$ cat src/rtl/dbt_pkg.sv
package dbt_pkg;

    typedef struct packed {
        logic en_ab;
        logic en_ba_n;
        logic sel_ab;
        logic sel_ba;
    } ctrl_t;

    typedef struct packed {
        logic drive_a;
        logic drive_b;
        logic clash;
    } drive_t;

    typedef enum logic [1:0] {
        SRC_OFF    = 2'd0,
        SRC_LIVE   = 2'd1,
        SRC_STORED = 2'd2
    } src_e;

    function automatic drive_t decode_drive(input ctrl_t c);
        drive_t d;
        d.clash   = c.en_ab & ~c.en_ba_n & ~c.sel_ab & ~c.sel_ba;
        d.drive_b = c.en_ab & ~d.clash;
        d.drive_a = ~c.en_ba_n & ~d.clash;
        return d;
    endfunction

    function automatic src_e pick_src(input logic drive, input logic sel);
        if (!drive)
            return SRC_OFF;
        return sel ? SRC_STORED : SRC_LIVE;
    endfunction

endpackage

$ cat src/rtl/dbt_ctrl_decode.sv
module dbt_ctrl_decode
    import dbt_pkg::*;
(
    input  ctrl_t ctrl,
    output src_e  src_to_b,
    output src_e  src_to_a,
    output logic  clash
);

    drive_t drv;

    always_comb begin
        drv      = decode_drive(ctrl);
        src_to_b = pick_src(drv.drive_b, ctrl.sel_ab);
        src_to_a = pick_src(drv.drive_a, ctrl.sel_ba);
        clash    = drv.clash;
    end

endmodule

$ cat src/rtl/dbt_edge_detect.sv
module dbt_edge_detect #(
    parameter int unsigned N = 2
) (
    input  logic         clk,
    input  logic         rst,
    input  logic [N-1:0] lvl,
    output logic [N-1:0] rise
);

    logic [N-1:0] lvl_q;

    always_ff @(posedge clk) begin
        lvl_q <= lvl;
    end

    assign rise = rst ? '0 : (lvl & ~lvl_q);

    for (genvar i = 0; i < N; i++) begin : g_chk
        a_r4_one_pulse: assert property (@(posedge clk) disable iff (rst)
            rise[i] |=> !rise[i]);
    end

endmodule

$ cat src/rtl/dbt_store.sv
module dbt_store #(
    parameter int unsigned W = 8
) (
    input  logic         clk,
    input  logic         rst,
    input  logic         cap,
    input  logic [W-1:0] d,
    output logic [W-1:0] q
);

    always_ff @(posedge clk) begin
        if (rst)
            q <= '0;
        else if (cap)
            q <= d;
    end

    a_r1_reset_zero: assert property (@(posedge clk)
        rst |=> q == '0);

    a_r4_load: assert property (@(posedge clk) disable iff (rst)
        cap |=> q == $past(d));

    a_r4_hold: assert property (@(posedge clk) disable iff (rst)
        !cap |=> $stable(q));

endmodule

$ cat src/rtl/dbt_path_mux.sv
module dbt_path_mux
    import dbt_pkg::*;
#(
    parameter int unsigned W = 8
) (
    input  src_e         src,
    input  logic [W-1:0] live,
    input  logic [W-1:0] stored,
    output logic [W-1:0] dout,
    output logic [W-1:0] oe
);

    always_comb begin
        unique case (src)
            SRC_LIVE: begin
                dout = live;
                oe   = '1;
            end
            SRC_STORED: begin
                dout = stored;
                oe   = '1;
            end
            default: begin
                dout = '0;
                oe   = '0;
            end
        endcase
    end

endmodule

$ cat src/rtl/dual_bus_tcvr.sv
module dual_bus_tcvr
    import dbt_pkg::*;
#(
    parameter int unsigned DATA_W = 8
) (
    input  logic              clk,
    input  logic              rst,
    input  logic [DATA_W-1:0] a_in,
    output logic [DATA_W-1:0] a_out,
    output logic [DATA_W-1:0] a_oe,
    input  logic [DATA_W-1:0] b_in,
    output logic [DATA_W-1:0] b_out,
    output logic [DATA_W-1:0] b_oe,
    input  logic              en_ab,
    input  logic              en_ba_n,
    input  logic              sel_ab,
    input  logic              sel_ba,
    input  logic              cap_a,
    input  logic              cap_b,
    output logic              clash
);

    localparam int unsigned NSTROBE = 2;

    ctrl_t               ctrl;
    src_e                src_to_b;
    src_e                src_to_a;
    logic [NSTROBE-1:0]  rise;
    logic [DATA_W-1:0]   held_a;
    logic [DATA_W-1:0]   held_b;
    logic [DATA_W-1:0]   a_bus;
    logic [DATA_W-1:0]   b_bus;

    assign ctrl = '{en_ab: en_ab, en_ba_n: en_ba_n, sel_ab: sel_ab, sel_ba: sel_ba};

    dbt_ctrl_decode u_dec (
        .ctrl     (ctrl),
        .src_to_b (src_to_b),
        .src_to_a (src_to_a),
        .clash    (clash)
    );

    dbt_edge_detect #(.N(NSTROBE)) u_edge (
        .clk  (clk),
        .rst  (rst),
        .lvl  ({cap_b, cap_a}),
        .rise (rise)
    );

    // Resolved bus: own drive wins bit by bit, otherwise the outside value.
    assign a_bus = (a_oe & a_out) | (~a_oe & a_in);
    assign b_bus = (b_oe & b_out) | (~b_oe & b_in);

    dbt_store #(.W(DATA_W)) u_store_a (
        .clk (clk),
        .rst (rst),
        .cap (rise[0]),
        .d   (a_bus),
        .q   (held_a)
    );

    dbt_store #(.W(DATA_W)) u_store_b (
        .clk (clk),
        .rst (rst),
        .cap (rise[1]),
        .d   (b_bus),
        .q   (held_b)
    );

    dbt_path_mux #(.W(DATA_W)) u_mux_to_b (
        .src    (src_to_b),
        .live   (a_in),
        .stored (held_a),
        .dout   (b_out),
        .oe     (b_oe)
    );

    dbt_path_mux #(.W(DATA_W)) u_mux_to_a (
        .src    (src_to_a),
        .live   (b_in),
        .stored (held_b),
        .dout   (a_out),
        .oe     (a_oe)
    );

    a_r8_clash_releases: assert property (@(posedge clk) disable iff (rst)
        clash |-> (a_oe == '0 && b_oe == '0));

    a_r2_isolation: assert property (@(posedge clk) disable iff (rst)
        (!en_ab && en_ba_n) |-> (a_oe == '0 && b_oe == '0 && !clash));

    a_r3_live_to_b: assert property (@(posedge clk) disable iff (rst)
        (en_ab && !sel_ab && !clash) |-> b_out == a_in);

    a_r3_stored_to_a: assert property (@(posedge clk) disable iff (rst)
        (!en_ba_n && sel_ba) |-> a_out == held_b);

    a_r5_self_capture: assert property (@(posedge clk) disable iff (rst)
        (rise[1] && b_oe == '1) |=> held_b == $past(b_out));

endmodule

$ cat config.mk
export PLATFORM = sky130hd
export DESIGN_NAME = dual_bus_tcvr
export DESIGN_NICKNAME = d
export VERILOG_FILES = /design/src/rtl/dbt_pkg.sv /design/src/rtl/dbt_ctrl_decode.sv /design/src/rtl/dbt_edge_detect.sv /design/src/rtl/dbt_store.sv /design/src/rtl/dbt_path_mux.sv /design/src/rtl/dual_bus_tcvr.sv
export SDC_FILE = /design/constraint.sdc
export NUM_CORES = 1
export LEC_CHECK = 0
export BUFFER_PORTS_ARGS = -buffer_cell sky130_fd_sc_hd__buf_4
export CORE_ASPECT_RATIO = 1.1
export CORE_MARGIN = 4
export CORE_UTILIZATION = 52
export DETAILED_ROUTE_END_ITERATION = 8
export PLACE_DENSITY = 0.85
export SYNTH_ARGS = -nofsm -noshare
export SYNTH_HDL_FRONTEND = slang
export SYNTH_HIERARCHICAL = 1
export SYNTH_SLANG_ARGS = --single-unit
export TNS_END_PERCENT = 1
$ cat constraint.sdc
create_clock -name clk -period 3.4 [get_ports clk]
set_input_delay 0.68 -clock clk [delete_from_list [all_inputs] [get_ports clk]]
set_output_delay 0.68 -clock clk [all_outputs]
set_load 0.02 [all_outputs]
==> metrics.md, run 1 <==
| Metric | Value |
|---|---|
| Vias/cell | 5.57 |
| I/O pins | between 50 and 60 |
| Yosys reg bits | 18 |
| Met3 wire len | roughly 290 µm |
| Max Fclk | 0.340 GHz |
| Drt total wl | 3.44 mm |
| H-tree depth | 1 |
| Final hold vios | 0 |
| Routed Antenna Nets | 0 |
| CP Capture Type | output port |
| Antenna violations before repair | 0 |
| Met2 wire length | around 1.7 mm |
| Worst-path fanout max | 14 |
| Mapped Area | approximately 0.0014 mm² |
| Outcome | completed |
| # rows | 19 |
| Die width | 57.8 µm |
| Starting Density | between 50% and 60% |
| NetSw | between 150 and 200 µW |
| Asr flop ratio synth | 0% |
| Startpoint Class | input port |
| Commonest non-fill, non-tap cell in the layout | buf_4 |
| Final setup viols | 0 |
| Remaining Overflow, GRT | 0 |
| Share of layout cells above drive strength 1 | ~55% |
| Area grow syn2layout | 22.1% |
| Worst-case clock skew | 0.00172 ns |
| Average wire per standard cell | between 15 and 20 µm |
| TritonCTS clock tree | done |
| Global Route Usage Sum | 18.7% |
| Via count | between 1,000 and 1,500 |
| # nets final | approximately 210 |
| Later-pin clock latency in the skew report | ~0.29 ns |
| Sw Ratio | between 30% and 40% |
| DP HPWL | around 2.7 mm |
| Net Count, Synth | ~170 |
| Power density over the cells | around 310 mW/mm² |
| Main flop type after synthesis | dfxtp_1 |
| RD Place Congestion | between 0.7 and 0.8 |
| Post-DP Area | ~0.0017 mm² |
| CTS Sinks | 18 |
| Area contributors post-synth | dfxtp_1, mux2_4, a22oi_2 |
| Finished Cell Area | roughly 0.0017 mm² |
| Post-CTS setup buffers | 0 |
| DRC viols | 0 |
| Std-Cell Core Area | about 0.0026 mm² |
| Gate Count Post-Synth | about 140 |
| Critical Path RT | 2.72 ns |
| Netlist cell types | 17 |
| Pins Over Slew Limit | 0 |
| Largest net degree at the start of global routing | 19 |
| First drt pass iteration count | 4 |
| Chip height | about 63 µm |
| Worst Tran Pin Value | a little under 0.8 ns |
| Hold buffer count at CTS | 0 |
| Maximum vdd drop | roughly 0.24 mV |
| IO buf count | 56 |
| Clock root buffer | clkbuf_4 |
| HP Class | input port to flip-flop |
| Vias in the first global route | roughly 1,200 |
| Clock transition at path regs | 0.10 ns |
| Mean Syn Cell Area | slightly above 10 µm² |
| Ys Warns | 6 |
| Seq/Total Area, Yosys | between 20% and 30% |
| Min Tclk post-route | 2.94 ns |
| Fin Setup TNS | 0 ns |
| Max cap viols | 0 |
| CP arrival | between 2 and 2.5 ns |
| Slew headroom | a little under half |
| WL met1 | between 1 and 1.5 mm |
| Unrepaired setup endpoints after global routing | no |
| Area share of the largest cell type after synthesis | about a quarter |
| Internal power | between 300 and 400 µW |
| First-pass GRT wire length | 5.44 mm |
| Clock buffer depth | 2 |
| Number of flops mapped to enable cells by yosys | 0 |
| Power share of the sequential group | roughly two fifths |
| Clock network power share | between 10% and 20% |
| CP Class | input port to output port |
| Crit share post-route | 86.6% |
| Post-synth top area cell | dfxtp_1 |
| Final WS setup | approximately 0.46 ns |
| Pre-CTS setup slack | 0.464 ns |
| Initial DRC Count | 34 |
| # diodes | 0 |
| Commonest non-fill, non-tap cells in the layout | buf_4, nor2_1, dfxtp_1 |
| Static Leak | between 0.0007 and 0.0008 µW |
| Top Layer Used | met4 |
| Logic pwr share | 39.0% |
| Post-CTS sizing | 0 |
| CTS Buf Count | 3 |
| Die area | roughly 0.0036 mm² |
[cells in the mapped netlist, types with 2 or more instances]
master    n
dfxtp_1  18
buf_2     2
mux2i_1  16
nor3b_2   2
mux2_4   16
inv_1     6
buf_6     6
buf_4    14
nor2_1   34
buf_1     2
a22oi_2  16
ha_1      4
[cell type report]
| cell class | instances | area (µm²) |
|---|---|---|
| repair buffers | 59 | 443 |
| inverters | 6 | 22.5 |
| fillers | 202 | 833 |
| flip-flops and latches | 18 | 360 |
| clock buffers | 3 | 22.5 |
| multi-input cells | 93 | 847 |
| well taps | 31 | 38.8 |
[layer usage]
layer  track usage (%)  vias up
li1                  -      540
met1              21.4      560
met2              33.6       62
met3              3.72        8
met4              6.09        0
met5                 0        -
[flip-flops by register name, summed over array words and instances, names as in the netlist]
register      flops
u_edge/lvl_q      2
u_store_a/q       8
u_store_b/q       8
[final timing paths]
path                   startpoint              end  slack, ns  depth (start not counted)
setup / recovery           sel_ba          a_oe[0]       0.46                          7
hold reg to reg    u_store_a/q[5]   u_store_a/q[5]       0.53                          2
setup reg to reg  u_edge/lvl_q[0]   u_store_a/q[1]       1.97                          3
hold / removal              cap_b  u_edge/lvl_q[1]       0.50                          1
[power groups by stage]
| stage | logic (µW) | registers [µW] | clock network (µW) |
|---|---|---|---|
| floorplan | 155 | 226 | 0 |
| global placement | 203 | 227 | 0 |
| detailed placement | 208 | 227 | 0 |
| CTS | 209 | 222 | 108 |
| global route | 220 | 223 | 121 |
| finish | 208 | 222 | 104 |
[per-stage QoR]
step,cells,total power (µW),hold slack (ns),utilization [%]
floorplan,141,381,0.481,-
global route,210,564,0.474,67.5
CTS,210,540,0.485,67.5
finish,210,535,0.496,67.5
global placement,207,430,0.494,66.7
detailed placement,207,435,0.513,66.7
[worst max-delay path, stage by stage]
cell	delay, ns
buf_4	0.12
nor2_1	0.12
and2_1	0.16
inv_1	0.05
ha_1	0.40
inv_1	0.47
buf_4	0.25
[kinds of logic after synthesis]
family | share of synthesized area (%)
buffers and inverters | 15.0
AND/OR/NAND/NOR | 13.8
AO/OA/AOI/OAI | 14.1
flip-flops | 25.4
multiplexers | 28.2
adder cells (fa/ha/maj) | 3.52
Note: power is estimated with default switching activity, not from simulation.
==> inputs of run 2 (changes only) <==
CAP_MARGIN = 20   (was default)
CORE_UTILIZATION = 44   (was 52)
PLACE_DENSITY = 0.77   (was 0.85)
clock period = 2.7 ns   (was 3.4 ns; I/O delays follow)
==> metrics.md, run 2 (same netlist as run 1, synthesis figures left out) <==
| Metric | Value |
|---|---|
| R2R setup slack | 1.24 ns (-0.73 ns) |
| Final hold slack | 0.345 ns (-0.151 ns) |
| DP HPWL | 2.81 mm (+3.8%) |
| Routed Antenna Nets | 0 (unchanged) |
| Remaining Overflow, GRT | 0 (unchanged) |
| Max cap viols | 0 (unchanged) |
| Power density over the cells | 405 mW/mm² (+31%) |
| Startpoint Class | input port |
| Clock buffer depth | 2 (unchanged) |
| Global Route Usage Sum | 16.1% (-2.6 points) |
| Min Tclk post-route | about 2.5 ns |
| Unrepaired setup endpoints after global routing | no |
| TritonCTS clock tree | done |
| RR Endpoint | u_store_b/q[4] |
| Max Fclk | 0.396 GHz |
| Initial DRC Count | 66 (+94%) |
| Die area | 0.00420 mm² (+16%) |
| DRC viols | 0 (unchanged) |
| Hold Path Stages | 1 (unchanged) |
| Worst R2R Start | u_edge/lvl_q[1] |
| CP arrival | 1.99 ns (-0.27 ns) |
| Commonest non-fill, non-tap cells in the layout | buf_4, nor2_1, dfxtp_1 |
| CP Capture Type | output port |
| CTS Sinks | 18 (unchanged) |
| Fillers | 273 (+35%) |
| Crit path from | sel_ab |
| Chip height | 67.6 µm (+7.6%) |
| Worst Tran Pin Value | 0.852 ns (+0.0577 ns) |
| Final hold vios | 0 (unchanged) |
| Area grow syn2layout | 23.9% |
| Drt total wl | 3.54 mm (+2.9%) |
| Clock root buffer | clkbuf_4 |
| HP Class | input port to flip-flop |
| GR peak layer | met2 |
| Reg2reg path depth | 3 (unchanged) |
| CTS Buf Count | 3 (unchanged) |
| Post-CTS sizing | 0 (unchanged) |
| # nets final | 210 (+0.48%) |
| Maximum vdd drop | 0.233 mV (-3.8%) |
| Critical Path RT | 2.16 ns (-0.56 ns) |
| Post-CTS setup buffers | 0 (unchanged) |
| Std-Cell Core Area | 0.00307 mm² (+20%) |
| Pre-CTS setup slack | 0.184 ns (-0.279 ns) |
| IO buf count | 56 (unchanged) |
| Clock transition at path regs | 0.11 ns (about the same) |
| Die width | 62.2 µm (+7.5%) |
| # diodes | 0 (unchanged) |
| CP Class | input port to output port |
| Final WS setup | 0.174 ns (-0.283 ns) |
| Fin Setup TNS | 0 ns (unchanged) |
| RD Place Congestion | 0.882 (+13%) |
| First-pass GRT wire length | 5.48 mm (+0.75%) |
| Slew headroom | 42.9% (-3.9 points) |
| Via count | 1,149 (-1.8%) |
| Hold endpoint | u_edge/lvl_q[0] |
| I/O pins | 57 (unchanged) |
| Outcome | completed |
| GRT met2 Usage | 29.9% (-3.7 points) |
| # rows | 21 (+2) |
| Grt met1 use | 18.0% (-3.4 points) |
| Hold buffer count at CTS | 0 (unchanged) |
| Largest net degree at the start of global routing | 19 (unchanged) |
| Commonest non-fill, non-tap cell in the layout | buf_4 |
| Crit share post-route | between 90% and 100% |
| Hold Startpoint | cap_a |
| Pins Over Slew Limit | 0 (unchanged) |
| Met3 global-route usage | 3.33% (-0.39 points) |
| Starting Density | 46.2% (-9.1 points) |
| Worst-path fanout max | 8 (-6) |
| Later-pin clock latency in the skew report | 0.29 ns (about the same) |
| Share of layout cells above drive strength 1 | 55.8% (+0.49 points) |
| H-tree depth | 1 (unchanged) |
| Worst-case clock skew | 0.00397 ns (+0.00225 ns) |
| Final setup viols | 0 (unchanged) |
| Average wire per standard cell | 16.4 µm (+0.52%) |
| Vias in the first global route | 1,216 (+2.8%) |
| Vias/cell | 5.34 (-4.1%) |
| Static Leak | 0.000790 µW (+1.5%) |
| First drt pass iteration count | 4 (unchanged) |
| Antenna violations before repair | 0 (unchanged) |
| Biggest registers after layout | u_store_a/q: 8 flops, u_store_b/q: 8 flops, u_edge/lvl_q: 2 flops |
-- run 2: area by class of cell --
cell class	instances	area [µm²]	share of cell area [%]
tap	34	42.5	2.42
multi-input combinational	93	847	48.2
inverter	6	22.5	1.28
clock buffer	4	36.3	2.06
timing repair buffer	60	450	25.6
sequential	18	360	20.5
-- run 2: metrics by stage --
step           cell area, µm²  instances  power, µW  utilization (%)
2_1_floorplan            1420        141        479                -
3_3_place_gp             1720        211        545             56.0
3_5_place_dp             1720        211        551             56.0
4_1_cts                  1760        215        721             57.2
5_1_grt                  1760        215        748             57.2
6_report                 1760        215        713             57.2
-- run 2: power by group --
part / switching (µW) / leakage (µW) / internal, µW
combinational: 134 / 0.000622 / 130
clock: 86.4 / 0.0000210 / 82.1
sequential: 5.63 / 0.000147 / 274
-- run 2: worst max-delay path: stages --
cell	delay (ns)
buf_4	0.11
nand2b_4	0.14
and2_1	0.17
inv_1	0.07
ha_1	0.43
a22oi_2	0.14
nor2_1	0.20
buf_4	0.18
-- run 2: worst max path at each step --
stage | end | slack (ns) | depth (start not counted)
after floorplan | u_store_b/q[1] | 0.36 | 10
after global placement | a_out[7] | 0.26 | 8
after detailed placement | a_out[7] | 0.18 | 8
after CTS | a_out[7] | 0.18 | 8
after global routing | a_out[3] | 0.1 | 8
final | a_out[7] | 0.17 | 8
-- run 2: per-layer routing --
metal	routed length, µm	vias to the layer above
li1	-	545
met1	1450	551
met2	1790	53
met3	289	0
met4	0	0
met5	0	-
